--- src/rtl/evwdog_pkg.sv ---
package evwdog_pkg;
  localparam int CNT_W = 16;
  localparam int NSRC  = 4;

  typedef enum logic [1:0] {
    SEL_CTRL = 2'd0,
    SEL_CFG  = 2'd1,
    SEL_VLO  = 2'd2,
    SEL_VHI  = 2'd3
  } reg_sel_e;

  // control fields
  localparam int CTL_EN_LSB = 4;
  localparam int CTL_FORCE  = 1;
  localparam int CTL_STAT   = 0;
  // configuration fields
  localparam int CFG_SECS   = 7;
  localparam int CFG_KRST   = 6;
  localparam int CFG_TOUT   = 5;
  localparam int CFG_PGOOD  = 4;

  // full value seen after a byte write to one of the value registers
  function automatic logic [CNT_W-1:0] merge_value(input logic [1:0] sel,
                                                   input logic [7:0] wdata,
                                                   input logic [7:0] lo,
                                                   input logic [7:0] hi);
    if (sel == SEL_VLO) return {hi, wdata};
    return {wdata, lo};
  endfunction

  function automatic logic [CNT_W-1:0] step_down(input logic [CNT_W-1:0] c);
    return (c == '0) ? c : c - 1'b1;
  endfunction
endpackage

--- src/rtl/evwdog_regs.sv ---
module evwdog_regs
  import evwdog_pkg::*;
(
  input  logic               clk,
  input  logic               rst_n,
  input  logic               we_i,
  input  logic [1:0]         sel_i,
  input  logic [7:0]         wdata_i,
  input  logic               expire_i,
  output logic [NSRC-1:0]    en_o,
  output logic [7:0]         cfg_o,
  output logic [CNT_W-1:0]   value_o,
  output logic               status_o,
  output logic               force_o,
  output logic               load_o,
  output logic [CNT_W-1:0]   load_val_o,
  output logic [7:0]         rdata_o
);
  logic [NSRC-1:0] en_q;
  logic [7:0]      cfg_q, lo_q, hi_q;
  logic            stat_q;
  logic            wr_ctrl, wr_cfg, wr_lo, wr_hi;

  assign wr_ctrl = we_i && (sel_i == SEL_CTRL);
  assign wr_cfg  = we_i && (sel_i == SEL_CFG);
  assign wr_lo   = we_i && (sel_i == SEL_VLO);
  assign wr_hi   = we_i && (sel_i == SEL_VHI);

  always_ff @(posedge clk or negedge rst_n) begin
    if (!rst_n) begin
      en_q   <= '0;
      cfg_q  <= '0;
      lo_q   <= '0;
      hi_q   <= '0;
      stat_q <= 1'b0;
    end else begin
      if (wr_ctrl) en_q <= wdata_i[CTL_EN_LSB +: NSRC];
      if (wr_cfg)  cfg_q <= wdata_i;
      if (wr_lo)   lo_q <= wdata_i;
      if (wr_hi)   hi_q <= wdata_i;
      if (expire_i)
        stat_q <= 1'b1;
      else if (wr_ctrl && !wdata_i[CTL_STAT])
        stat_q <= 1'b0;
    end
  end

  assign en_o       = en_q;
  assign cfg_o      = cfg_q;
  assign value_o    = {hi_q, lo_q};
  assign status_o   = stat_q;
  assign force_o    = wr_ctrl && wdata_i[CTL_FORCE];
  assign load_o     = wr_lo || wr_hi;
  assign load_val_o = merge_value(sel_i, wdata_i, lo_q, hi_q);

  always_comb begin
    unique case (sel_i)
      SEL_CTRL: rdata_o = {en_q, 3'b000, stat_q};
      SEL_CFG:  rdata_o = cfg_q;
      SEL_VLO:  rdata_o = lo_q;
      default:  rdata_o = hi_q;
    endcase
  end
endmodule

--- src/rtl/evwdog_reload.sv ---
module evwdog_reload
  import evwdog_pkg::*;
#(
  parameter int RELOAD_DLY = 250000
) (
  input  logic            clk,
  input  logic            rst_n,
  input  logic [NSRC-1:0] ev_i,
  input  logic [NSRC-1:0] en_i,
  input  logic            armed_i,
  output logic            reload_o
);
  localparam int DLY_W = $clog2(RELOAD_DLY + 1);
  localparam logic [DLY_W-1:0] DLY_START = DLY_W'(RELOAD_DLY - 1);

  logic [NSRC-1:0] qual;
  logic            hit, pend_q;
  logic [DLY_W-1:0] dcnt_q;

  for (genvar g = 0; g < NSRC; g++) begin : g_src
    assign qual[g] = ev_i[g] & en_i[g];
  end

  assign hit      = (|qual) && armed_i;
  assign reload_o = pend_q && (dcnt_q == '0) && armed_i;

  always_ff @(posedge clk or negedge rst_n) begin
    if (!rst_n) begin
      pend_q <= 1'b0;
      dcnt_q <= '0;
    end else if (pend_q) begin
      if (dcnt_q == '0) pend_q <= 1'b0;
      else              dcnt_q <= dcnt_q - 1'b1;
    end else if (hit) begin
      pend_q <= 1'b1;
      dcnt_q <= DLY_START;
    end
  end
endmodule

--- src/rtl/evwdog_countdown.sv ---
module evwdog_countdown
  import evwdog_pkg::*;
#(
  parameter int MIN_DIV = 60
) (
  input  logic             clk,
  input  logic             rst_n,
  input  logic             tick_i,
  input  logic             secs_i,
  input  logic             load_i,
  input  logic [CNT_W-1:0] load_val_i,
  input  logic             reload_i,
  input  logic [CNT_W-1:0] reload_val_i,
  input  logic             force_i,
  output logic [CNT_W-1:0] count_o,
  output logic             expire_o
);
  localparam int PRE_W = (MIN_DIV > 1) ? $clog2(MIN_DIV) : 1;
  localparam logic [PRE_W-1:0] PRE_LAST = PRE_W'(MIN_DIV - 1);

  logic [CNT_W-1:0] cnt_q;
  logic [PRE_W-1:0] pre_q;
  logic             running, step;

  assign running  = (cnt_q != '0);
  assign step     = tick_i && running && (secs_i || (pre_q == PRE_LAST));
  assign expire_o = force_i || (step && (cnt_q == CNT_W'(1)) && !load_i && !reload_i);
  assign count_o  = cnt_q;

  always_ff @(posedge clk or negedge rst_n) begin
    if (!rst_n) begin
      cnt_q <= '0;
      pre_q <= '0;
    end else if (load_i) begin
      cnt_q <= load_val_i;
      pre_q <= '0;
    end else if (force_i) begin
      cnt_q <= '0;
      pre_q <= '0;
    end else if (reload_i) begin
      cnt_q <= reload_val_i;
      pre_q <= '0;
    end else if (tick_i && running) begin
      if (step) begin
        cnt_q <= step_down(cnt_q);
        pre_q <= '0;
      end else begin
        pre_q <= pre_q + 1'b1;
      end
    end
  end
endmodule

--- src/rtl/evwdog_outputs.sv ---
module evwdog_outputs
  import evwdog_pkg::*;
#(
  parameter int RST_LEN = 16
) (
  input  logic       clk,
  input  logic       rst_n,
  input  logic       expire_i,
  input  logic [7:0] cfg_i,
  input  logic       status_i,
  output logic       kbc_rst_o,
  output logic       timeout_o,
  output logic       pg_drop_o
);
  localparam int RW = $clog2(RST_LEN + 1);
  localparam logic [RW-1:0] RST_FULL = RW'(RST_LEN);

  logic          live;
  logic [RW-1:0] rcnt_q;

  assign live = (cfg_i != 8'h00);

  always_ff @(posedge clk or negedge rst_n) begin
    if (!rst_n)
      rcnt_q <= '0;
    else if (expire_i && live && cfg_i[CFG_KRST])
      rcnt_q <= RST_FULL;
    else if (rcnt_q != '0)
      rcnt_q <= rcnt_q - 1'b1;
  end

  assign kbc_rst_o = (rcnt_q != '0);
  assign timeout_o = live && status_i && cfg_i[CFG_TOUT];
  assign pg_drop_o = live && status_i && cfg_i[CFG_PGOOD];
endmodule

--- src/rtl/evwdog.sv ---
module evwdog
  import evwdog_pkg::*;
#(
  parameter int MIN_DIV    = 60,
  parameter int RELOAD_DLY = 250000,
  parameter int RST_LEN    = 16
) (
  input  logic        clk,
  input  logic        rst_n,
  input  logic        tick_i,
  input  logic        cfg_we_i,
  input  logic [1:0]  cfg_sel_i,
  input  logic [7:0]  cfg_wdata_i,
  output logic [7:0]  cfg_rdata_o,
  input  logic        ev_remote_i,
  input  logic        ev_mouse_i,
  input  logic        ev_kbd_i,
  input  logic        ev_game_i,
  output logic [15:0] count_o,
  output logic        kbc_rst_o,
  output logic        timeout_o,
  output logic        pg_drop_o
);
  logic [NSRC-1:0]  en, ev;
  logic [7:0]       cfg;
  logic [CNT_W-1:0] value, load_val, count;
  logic             status, force_evt, load_evt, reload_evt, expire_evt;

  // source order matches the control enable bits 7:4
  assign ev = {ev_remote_i, ev_mouse_i, ev_kbd_i, ev_game_i};

  evwdog_regs u_regs (
    .clk(clk), .rst_n(rst_n), .we_i(cfg_we_i), .sel_i(cfg_sel_i),
    .wdata_i(cfg_wdata_i), .expire_i(expire_evt), .en_o(en), .cfg_o(cfg),
    .value_o(value), .status_o(status), .force_o(force_evt),
    .load_o(load_evt), .load_val_o(load_val), .rdata_o(cfg_rdata_o)
  );

  evwdog_reload #(.RELOAD_DLY(RELOAD_DLY)) u_reload (
    .clk(clk), .rst_n(rst_n), .ev_i(ev), .en_i(en),
    .armed_i(count != '0), .reload_o(reload_evt)
  );

  evwdog_countdown #(.MIN_DIV(MIN_DIV)) u_count (
    .clk(clk), .rst_n(rst_n), .tick_i(tick_i), .secs_i(cfg[CFG_SECS]),
    .load_i(load_evt), .load_val_i(load_val), .reload_i(reload_evt),
    .reload_val_i(value), .force_i(force_evt), .count_o(count),
    .expire_o(expire_evt)
  );

  evwdog_outputs #(.RST_LEN(RST_LEN)) u_out (
    .clk(clk), .rst_n(rst_n), .expire_i(expire_evt), .cfg_i(cfg),
    .status_i(status), .kbc_rst_o(kbc_rst_o), .timeout_o(timeout_o),
    .pg_drop_o(pg_drop_o)
  );

  assign count_o = count;
endmodule

--- config.mk ---
export PLATFORM = sky130hd
export DESIGN_NAME = evwdog
export DESIGN_NICKNAME = d
export VERILOG_FILES = /design/src/rtl/evwdog_pkg.sv /design/src/rtl/evwdog_regs.sv /design/src/rtl/evwdog_reload.sv /design/src/rtl/evwdog_countdown.sv /design/src/rtl/evwdog_outputs.sv /design/src/rtl/evwdog.sv
export SDC_FILE = /design/constraint.sdc
export NUM_CORES = 1
export LEC_CHECK = 0
export BUFFER_PORTS_ARGS = -buffer_cell sky130_fd_sc_hd__buf_2
export CORE_MARGIN = 2
export CORE_UTILIZATION = 60
export CTS_CLUSTER_SIZE = 16
export DETAILED_ROUTE_END_ITERATION = 10
export GPL_TIMING_DRIVEN = 0
export PLACE_DENSITY_LB_ADDON = 0.1
export SLEW_MARGIN = 30
export SYNTH_ARGS = -nofsm -noshare
export SYNTH_HDL_FRONTEND = slang
export SYNTH_SLANG_ARGS = --single-unit
--- constraint.sdc ---
create_clock -name clk -period 3.8 [get_ports clk]
set_clock_uncertainty 0.1 [all_clocks]
set_input_delay 0.19 -clock clk [delete_from_list [all_inputs] [get_ports clk]]
set_output_delay 0.19 -clock clk [all_outputs]
set_load 0.02 [all_outputs]
; ---- After elaboration in Yosys (flattened, before gate mapping)
; Index checks and enable logic that the tools add are counted.
[totals]
inputBits = 18
wordCells = 89
reg_bits = 75
[op_classes]
bitwise_logic = 4
reduce_logical = 39
mux = 25
n_eq_ne = 7
n_addsub = 4
[op_table]
columns = cell, n
row1 = $mux 16, 8
row2 = $mux 18, 3
row3 = $mux 6, 5
row4 = $pmux 8 s3, 1
row5 = $logic_and 1x1->1, 19
row6 = $logic_not 18->1, 1
row7 = $sub 18x1->18 const B, 1
row8 = $eq 16x1->1 const B, 1
row9 = $logic_not 16->1, 1
row10 = $reduce_bool 16->1, 1
row11 = $sub 16x1->16 const B, 1
row12 = $mux 5, 2
row13 = $reduce_bool 4->1, 2
row14 = $reduce_bool 8->1, 1
row15 = $add 6x1->6 const B, 1
row16 = $eq 6x6->1 const B, 1
row17 = $mux 1, 6
row18 = $reduce_bool 2->1, 3
row19 = $reduce_bool 5->1, 1
row20 = $sub 5x1->5 const B, 1
row21 = $and 1x1->1, 4
row22 = $eq 2x2->1 const B, 2
row23 = $ne 4x1->1 const B, 1
row24 = $reduce_or 4->1, 1
row25 = 7 further kinds, 11

; ---- Logic depth before layout (Yosys ltp)
; Gate-level depths: netlist of the first run.
[logic_depth]
word_depth = 10
mapped_depth = 10

; ---- Cells and area by module
; Synthesis of the first run repeated with hierarchy kept, for this count alone.
[hier_totals]
cells_unflattened = 443
area_unflattened_um2 = 4595.7
[modules_own_cells]
columns = mod, cells_per_inst, instances, seq_area_each_um2, area_each_um2
row1 = evwdog_countdown, 201, 1, 550.5, 1630.3
row2 = evwdog_regs, 99, 1, 725.7, 1579.0
row3 = evwdog_reload, 111, 1, 475.5, 1082.3
row4 = evwdog_outputs, 27, 1, 125.1, 272.8
row5 = evwdog, 5, 1, 0.0, 31.3

; ---- Worst setup path before layout of the first run
; Ideal clock, no wire load.
[synth_timing]
path_type = reg2reg
from = register u_count.cnt_q[0] (netlist: u_count.count_o[0])
to = register u_count.cnt_q[12] (netlist: u_count.count_o[12])
arrival_ps = 2250
slack_ps = 1324
setup_ps = 126
stages_incl_launch_ff = 10
path_cell_list = dfrtp_1 > inv_1 > ha_1 > nor3b_2 > and4_1 > buf_6 > nor3_4 > nor3_2 > buf_2 > a221o_1
[synth_between]
elab_chain_cells = 7
[synth_lines]
columns = element, line_no
row1 = "start, declared", evwdog_countdown.sv:21  ; logic [CNT_W-1:0] cnt_q;
row2 = "start signal, assigned", evwdog_countdown.sv:35  ; cnt_q <= load_val_i;
row3 = "start signal, assigned", evwdog_countdown.sv:41  ; cnt_q <= reload_val_i;
row4 = "start signal, assigned", evwdog_countdown.sv:45  ; cnt_q <= step_down(cnt_q);
row5 = $sub 16x1->16, evwdog_pkg.sv:32  ; return (c == '0) ? c : c - 1'b1;
row6 = $mux 16, evwdog_pkg.sv:32
row7 = $mux 16, evwdog_countdown.sv:44  ; if (step) begin
row8 = $mux 16, evwdog_countdown.sv:43  ; end else if (tick_i && running) begin
row9 = $mux 16, evwdog_countdown.sv:40  ; end else if (reload_i) begin
row10 = $mux 16, evwdog_countdown.sv:37  ; end else if (force_i) begin
row11 = $mux 16, evwdog_countdown.sv:34  ; end else if (load_i) begin
; Parallel ways exist; a longest one is shown, timed or not. The select of a mux whose other input is x is not followed.
; A chain may end at the register's enable or synchronous reset.

; ---- Worst setup path in the final report of the first run
[layout_timing]
from = register u_count.cnt_q[0] (netlist: u_count.count_o[0])
to = register u_reload.dcnt_q[13]
[layout_between]
elab_chain_cells = 4
[layout_lines]
columns = element, line_no
row1 = $reduce_bool 16->1, evwdog.sv:41  ; .armed_i(count != '0), .reload_o(reload_evt)
row2 = $logic_and 1x1->1, evwdog_reload.sv:24  ; assign hit = (|qual) && armed_i;
row3 = $reduce_bool 2->1 (no source line), --
row4 = $reduce_and 2->1 (no source line), --
row5 = "end signal, assigned", evwdog_reload.sv:33  ; else dcnt_q <= dcnt_q - 1'b1;
row6 = "end, declared", evwdog_reload.sv:18  ; logic [DLY_W-1:0] dcnt_q;
; No other way between the ends.

==> out/qor.txt, run 1 <==
outcome: complete, no violations
vias in the first global route: 3,388
core outline area: 7180 um^2
Area growth syn-to-layout: 12.9%
dominant synthesized flop cell: dfrtp_1
crit path max fanout: 10
slowest cell on the critical path: a21oi_1
Synth Area in Adders: 2.00%
MaxCap Viol Count: 0
leak pwr: 2.06 nW
drt pass-1 iters: 5
IO Count: 45
Final ANT Viol Nets: 0
WHS Endpoint: u_regs.hi_q[2]$_DFFE_PN0P_
pin count of the biggest net entering global routing: 45
Post-CTS Setup Bufs: 0
Tcrit/Tclk final: 76.8%
CTS Hold Buffers Added: 1
area leader, netlist: dfrtp_1
Simple-Gate Fraction of Synth Area: 20.7%
Hold Crit Start: cfg_wdata_i[2]
Post-Synthesis Cells: 427
DP Wirelength: 7.81 mm
crit path cell chain: inv_1, ha_1, nor3b_2, nand4_1, a21oi_1, buf_2, nor3_1, xnor2_1, nor2_1
cts bufs inserted: 9
Setup TNS Final: 0 ns
Iteration-0 DRC Markers: 240
Die H: 89.5 um
drt total wl: 10.8 mm
Pins Over Slew Limit: 0
all-layer global routing usage: 28.8%
die area: 8020 um^2
Clock Path Buffers: 2
VDD IR max: 0.359 mV
CTS H-tree depth: 3
first-pass GRT wire length: 17.4 mm
FMAX: 0.343 GHz
final worst path period need: 2.92 ns
post-layout util: 69.1%
CP bufs+invs: 2
Vias/cell: 6.22
Syn Nets: 452
post-synth cell types: 53
Netlist Area Pre-Place: 4390 um^2
delay-heaviest family, CP: simple AND/OR/NAND/NOR gates
post-cts sizing count: 0
Worst R2R Path Depth: 9
# clock sinks: 75
Critical R2R Launch: u_count.count_o[0]$_DFFE_PN0P_
Non-Filler Instances: 586
layout net count: 507
initial antenna violation count: 0
layout cell share with drive strength beyond 1: 26.1%
r2r setup slk: 0.88 ns
drc violations: 0
wire length per cell: 18.5 um
Worst Hold Class: in2reg
setup violators final: 0
vias: 3,645
initial core utilization: 61.2%
Reg-to-Reg End: u_reload.dcnt_q[13]$_DFFE_PN0P_
Clock transition at path regs: 0.08 ns
largest family of logic cells by synthesized area: simple AND/OR/NAND/NOR gates
Synth Area in XOR/XNOR: 5.99%
Seq/Total Area, Yosys: 42.8%
ys async rst share: 100%
Yosys top cell area share: 42.8%
Setup crit start kind: register
Std-Cell Rows: 31
Die W: 89.5 um
kind of critical path: reg2reg
Port Buffers: 42
Tot Pwr: 3.02 mW
RSZ-0062 raised after global routing: no
GRT Residual Overflow: 0
worst endpoint required time: 3.90 ns
Hold Fails Final Rpt: 0
gpl congestion: 0.913
Post-Syn Area per Cell: 10.3 um^2
Rel. slew slack: 38.7%
critical path data arrival time: 3.02 ns
Diodes inserted: 0
crit path capture type: register
Yosys reg bits: 75
Synth area leaders: dfrtp_1, mux2_2, xnor2_1, nor2_1, nand2_1
number of synthesized flops with an enable pin: 0
actual slew at the worst max-slew pin: 0.896 ns
Compound-Gate Fraction of Synth Area: 11.3%
Yosys warnings: 0
worst-skew pair later-pin latency: 0.35 ns
Min-Delay Path Depth: 2
clock root cell: clkbuf_8
CTS tree: yes
placed cells: 569
mux cell area share after synthesis: 14.6%
critical path's largest stage delay: 0.55 ns
Pwr Density: 610 nW/um^2
where the power goes:
part | total [mW] | internal, mW | switching, mW | leakage [nW]
Combinational | 1.08 | 0.506 | 0.578 | 1.07
Clock | 0.590 | 0.259 | 0.330 | 0.0851
Sequential | 1.35 | 1.04 | 0.315 | 0.903
registers in the layout, summed over array words and instances (netlist names):
name             flops
u_count.pre_q        6
u_reload.pend_q      1
u_regs.hi_q          8
u_out.rcnt_q         5
u_reload.dcnt_q     18
u_regs.status_o      1
u_count.count_o     16
u_regs.cfg_o         8
u_regs.en_o          4
u_regs.lo_q          8
synth_stat cells (3+ instances only):
cell / n
a211oi_1: 3
ha_1: 7
clkbuf_1: 10
mux2_2: 38
nor3_2: 3
nor4_2: 3
o22ai_1: 5
a21oi_1: 19
nor4b_1: 3
or3_1: 8
a21o_1: 4
inv_1: 8
and2_1: 4
nor3_1: 15
mux4_2: 5
o21ai_1: 3
dfrtp_1: 75
and4_1: 3
a221o_1: 9
buf_2: 6
nor2_1: 40
xor2_1: 5
xnor2_1: 25
a22o_1: 4
nor4_1: 13
or4_1: 7
o21ai_0: 12
nand3_1: 12
a31oi_1: 3
nand4_1: 3
a22oi_1: 3
nand2_1: 33
mux2i_1: 10
worst max-delay path by stage:
stage / from / endpoint / slack [ns] / cells after the start
CTS: u_count.count_o[0]$_DFFE_PN0P_ / u_reload.dcnt_q[13]$_DFFE_PN0P_ / 0.90 / 9
global placement: u_count.count_o[0]$_DFFE_PN0P_ / u_reload.dcnt_q[5]$_DFFE_PN0P_ / 1.03 / 9
global route: u_count.count_o[0]$_DFFE_PN0P_ / u_reload.dcnt_q[13]$_DFFE_PN0P_ / 0.65 / 9
floorplan: u_count.count_o[0]$_DFFE_PN0P_ / u_count.count_o[12]$_DFFE_PN0P_ / 1.32 / 9
finish: u_count.count_o[0]$_DFFE_PN0P_ / u_reload.dcnt_q[13]$_DFFE_PN0P_ / 0.88 / 9
detailed placement: u_count.count_o[0]$_DFFE_PN0P_ / u_reload.dcnt_q[13]$_DFFE_PN0P_ / 0.94 / 9
metrics by stage:
stage | hold WS [ns] | cell area, um^2 | worst slack [ns]
2_1_floorplan | -0.206 | 4390 | 1.32
4_1_cts | 0.0219 | 4950 | 0.896
3_5_place_dp | 0.0713 | 4750 | 0.935
6_report | 0.0437 | 4960 | 0.881
3_3_place_gp | 0.385 | 4720 | 1.03
5_1_grt | 0.0305 | 4960 | 0.652
logic make-up (layout without fill, tap and decap cells):
family | count (synthesis) | in the layout
AND/OR/NAND/NOR | 162 | 162
flip-flops | 75 | 75
AO/OA/AOI/OAI | 73 | 73
multiplexers | 53 | 53
XOR/XNOR | 30 | 30
buffers and inverters | 27 | 87
adder cells (fa/ha/maj) | 7 | 7
routing by layer:
layer | routed length (um) | GRT usage (%)
met1 | 5090 | 43.0
met2 | 5020 | 42.9
met3 | 572 | 4.16
met4 | 152 | 10.3
met5 | 0 | 0
layout make-up:
type / count / area, um^2
Buffer: 19 / 86.3
Clock buffer: 10 / 138
Clock inverter: 6 / 48.8
Fill cell: 565 / 2220
Inverter: 8 / 30.0
Multi-Input combinational cell: 325 / 2400
Sequential cell: 75 / 1880
Tap cell: 99 / 124
Timing Repair Buffer: 44 / 250
placed cells by master (no fill, tap or decap), types with 5 or more instances in the layout:
cell,count
dfrtp_1,75
buf_2,47
nor2_1,40
mux2_2,38
nand2_1,33
xnor2_1,25
a21oi_1,19
nor3_1,15
nor4_1,13
nand3_1,12
o21ai_0,12
clkbuf_1,10
mux2i_1,10
clkbuf_8,10
a221o_1,9
inv_1,8
or3_1,8
or4_1,7
ha_1,7
mux4_2,5
o22ai_1,5
xor2_1,5
No activity file was read; power rests on OpenSTA's default activity.
==> run 2, diff against run 1 <==
--- a/config.mk
+++ b/config.mk
@@ -7,7 +7,7 @@
 export LEC_CHECK = 0
 export BUFFER_PORTS_ARGS = -buffer_cell sky130_fd_sc_hd__buf_2
 export CORE_MARGIN = 2
-export CORE_UTILIZATION = 60
+export CORE_UTILIZATION = 59
 export CTS_CLUSTER_SIZE = 16
 export DETAILED_ROUTE_END_ITERATION = 10
 export GPL_TIMING_DRIVEN = 0
==> constraint.sdc (replaced) <==
create_clock -name clk -period 3.05 [get_ports clk]
set_clock_uncertainty 0.1 [all_clocks]
set_input_delay 0.1525 -clock clk [delete_from_list [all_inputs] [get_ports clk]]
set_output_delay 0.1525 -clock clk [all_outputs]
set_load 0.02 [all_outputs]
==> run 2 against run 1 <==
Sequential power is 24% higher. Wire length is 0.12% higher. Core utilization is 0.15 points lower. Critical endpoint is now u_count.count_o[13]$_DFFE_PN0P_.
==> out/qor.txt, run 2 (synthesis results as in run 1) <==
Die W: 90.3 um (+0.80%)
vias: 3,625 (-0.55%)
Filler cells: 598 (+5.8%)
leak pwr: 2.07 nW (+0.65%)
final worst slack: 0.270 ns (-0.611 ns)
CTS tree: yes
Reg-to-Reg End: u_count.count_o[13]$_DFFE_PN0P_
IO Count: 45 (unchanged)
actual slew at the worst max-slew pin: 0.886 ns (-0.00997 ns)
clock share of power: 19.7% (+0.2 points)
r2r setup slk: 0.27 ns (-0.61 ns)
Std-Cell Rows: 31 (unchanged)
Pwr Density: 758 nW/um^2 (+24%)
drt pass-1 iters: 5 (unchanged)
worst-skew pair later-pin latency: 0.36 ns (about the same)
layout net count: 509 (+0.39%)
crit path max fanout: 10 (unchanged)
final worst path period need: 2.78 ns (-0.139 ns)
initial antenna violation count: 0 (unchanged)
Final ANT Viol Nets: 0 (unchanged)
Worst R2R Path Depth: 9 (unchanged)
Diodes inserted: 0 (unchanged)
layout cell share with drive strength beyond 1: 26.2% (+0.098 points)
critical path data arrival time: 2.92 ns (-0.10 ns)
Sw Ratio: 40.6% (+0.19 points)
vias in the first global route: 3,595 (+6.1%)
RSZ-0062 raised after global routing: no
die area: 8150 um^2 (+1.6%)
Vias/cell: 6.16 (-0.89%)
GRT Residual Overflow: 0 (unchanged)
Clock transition at path regs: 0.09 ns (about the same)
Worst Hold Class: in2reg
Hold Crit Start: cfg_wdata_i[5]
Area growth syn-to-layout: 13.3%
Biggest register: u_reload.dcnt_q
max reg flops: 18 (unchanged)
# clock sinks: 75 (unchanged)
kind of critical path: reg2reg
Tot Pwr: 3.77 mW (+25%)
drt total wl: 10.9 mm (+0.12%)
pin count of the biggest net entering global routing: 40 (-11%)
Port Buffers: 42 (unchanged)
Int Pwr: 2.24 mW (+24%)
first-pass GRT wire length: 18.3 mm (+5.0%)
setup violators final: 0 (unchanged)
wire length per cell: 18.5 um (-0.22%)
NetSw: 1.53 mW (+25%)
DP Wirelength: 7.88 mm (+0.87%)
Min-Delay Path Depth: 2 (unchanged)
Die H: 90.3 um (+0.80%)
core outline area: 7210 um^2 (+0.54%)
outcome: complete, no violations
Rel. slew slack: 39.4% (+0.68 points)
clock root cell: clkbuf_8
Pins Over Slew Limit: 0 (unchanged)
FMAX: 0.360 GHz (+5.0%)
most frequent cells in the layout: dfrtp_1, buf_2, nor2_1, mux2_2, nand2_1
Iteration-0 DRC Markers: 285 (+19%)
Placement Setup Slack: 0.245 ns (-0.690 ns)
sequential power share: 44.3% (-0.4 points)
crit path capture type: register
Setup crit start kind: register
Post-CTS Setup Bufs: 0 (unchanged)
gpl congestion: 0.940 (+3.0%)
WHS Endpoint: u_regs.en_o[1]$_DFFE_PN0P_
VDD IR max: 0.464 mV (+29%)
MaxCap Viol Count: 0 (unchanged)
Setup TNS Final: 0 ns (unchanged)
all-layer global routing usage: 28.0% (-0.84 points)
Clock Path Buffers: 2 (unchanged)
cts bufs inserted: 9 (unchanged)
Tcrit/Tclk final: 91.1% (+14 points)
Comb power frac: 36.0% (+0.2 points)
Critical R2R Launch: u_count.count_o[0]$_DFFE_PN0P_
drc violations: 0 (unchanged)
CTS H-tree depth: 3 (unchanged)
initial core utilization: 60.8% (-0.33 points)
commonest non-fill, non-tap cell in the layout: dfrtp_1
worst endpoint required time: 3.19 ns (-0.71 ns)
Hold Fails Final Rpt: 0 (unchanged)
run 2: changes by cell type in the layout (fill, tap and decap cells not counted), sizes merged:
cell,delta
clkbuf,-1
clkinv,-2
clkinvlp,-2
dlygate4sd3,+2
inv,+5
run 2: repair_timing:
item	CTS	global route
setup endpoints to repair	0	10
hold buffers	3	0
resized for setup	0	1
hold endpoints to repair	41	0
run 2: worst max-delay path by stage:
stage	startpoint	end	slack, ns	cells past startpoint
2_1_floorplan	u_count.count_o[0]$_DFFE_PN0P_	u_count.count_o[12]$_DFFE_PN0P_	0.57	9
3_3_place_gp	u_count.count_o[0]$_DFFE_PN0P_	u_reload.dcnt_q[5]$_DFFE_PN0P_	0.26	9
3_5_place_dp	u_count.count_o[0]$_DFFE_PN0P_	u_reload.dcnt_q[3]$_DFFE_PN0P_	0.25	9
4_1_cts	u_count.count_o[0]$_DFFE_PN0P_	u_reload.dcnt_q[3]$_DFFE_PN0P_	0.23	9
5_1_grt	u_count.count_o[0]$_DFFE_PN0P_	u_reload.dcnt_q[5]$_DFFE_PN0P_	0.08	9
6_report	u_count.count_o[0]$_DFFE_PN0P_	u_count.count_o[13]$_DFFE_PN0P_	0.27	9
run 2: power groups by stage:
stage | clock (mW) | sequential (mW) | combinational [mW]
finish | 0.743 | 1.67 | 1.36
global route | 0.796 | 1.72 | 1.50
CTS | 0.752 | 1.66 | 1.36
detailed placement | 0 | 1.68 | 1.34
global placement | 0 | 1.66 | 1.30
floorplan | 0 | 1.67 | 0.935
run 2: through the flow:
stage          hold WS (ns)  cells  cell area (um^2)  utilization [%]
6_report             0.0110    588              4970             68.9
5_1_grt              0.0153    588              4970             68.9
4_1_cts             0.00967    588              4960             68.8
3_5_place_dp         0.0549    569              4750             65.8
3_3_place_gp          0.357    568              4720             65.5
2_1_floorplan        -0.243    427              4390                -
run 2: metal layers:
metal  routed length (um)  share of wire, %  up-vias  global-route usage, %
met3                  761               7.0       14                   4.51
met1                 4820                44     1763                   40.4
met2                 5120                47      150                   43.3
met4                  153               1.4        0                   9.49
li1                     -                 -     1698                      -
met5                    0                 0        -                      0
run 2: layout make-up:
type	count	area (um^2)	share of cell area, %
multi-input cells	325	2410	48.4
plain buffers	19	86.3	1.74
clock buffers	9	124	2.49
flip-flops and latches	75	1880	37.7
clock inverters	7	62.6	1.26
well taps	99	124	2.49
inverters	8	30.0	0.604
repair buffers	46	263	5.28
run 2: worst max-delay path, cell delays in order, from the launching register on:
cell,delay (ns)
dfrtp_1,0.44
inv_1,0.11
ha_1,0.26
nor3b_2,0.20
and4_1,0.20
buf_6,0.14
nor3_4,0.48
nor3_2,0.12
buf_2,0.23
a221o_1,0.37
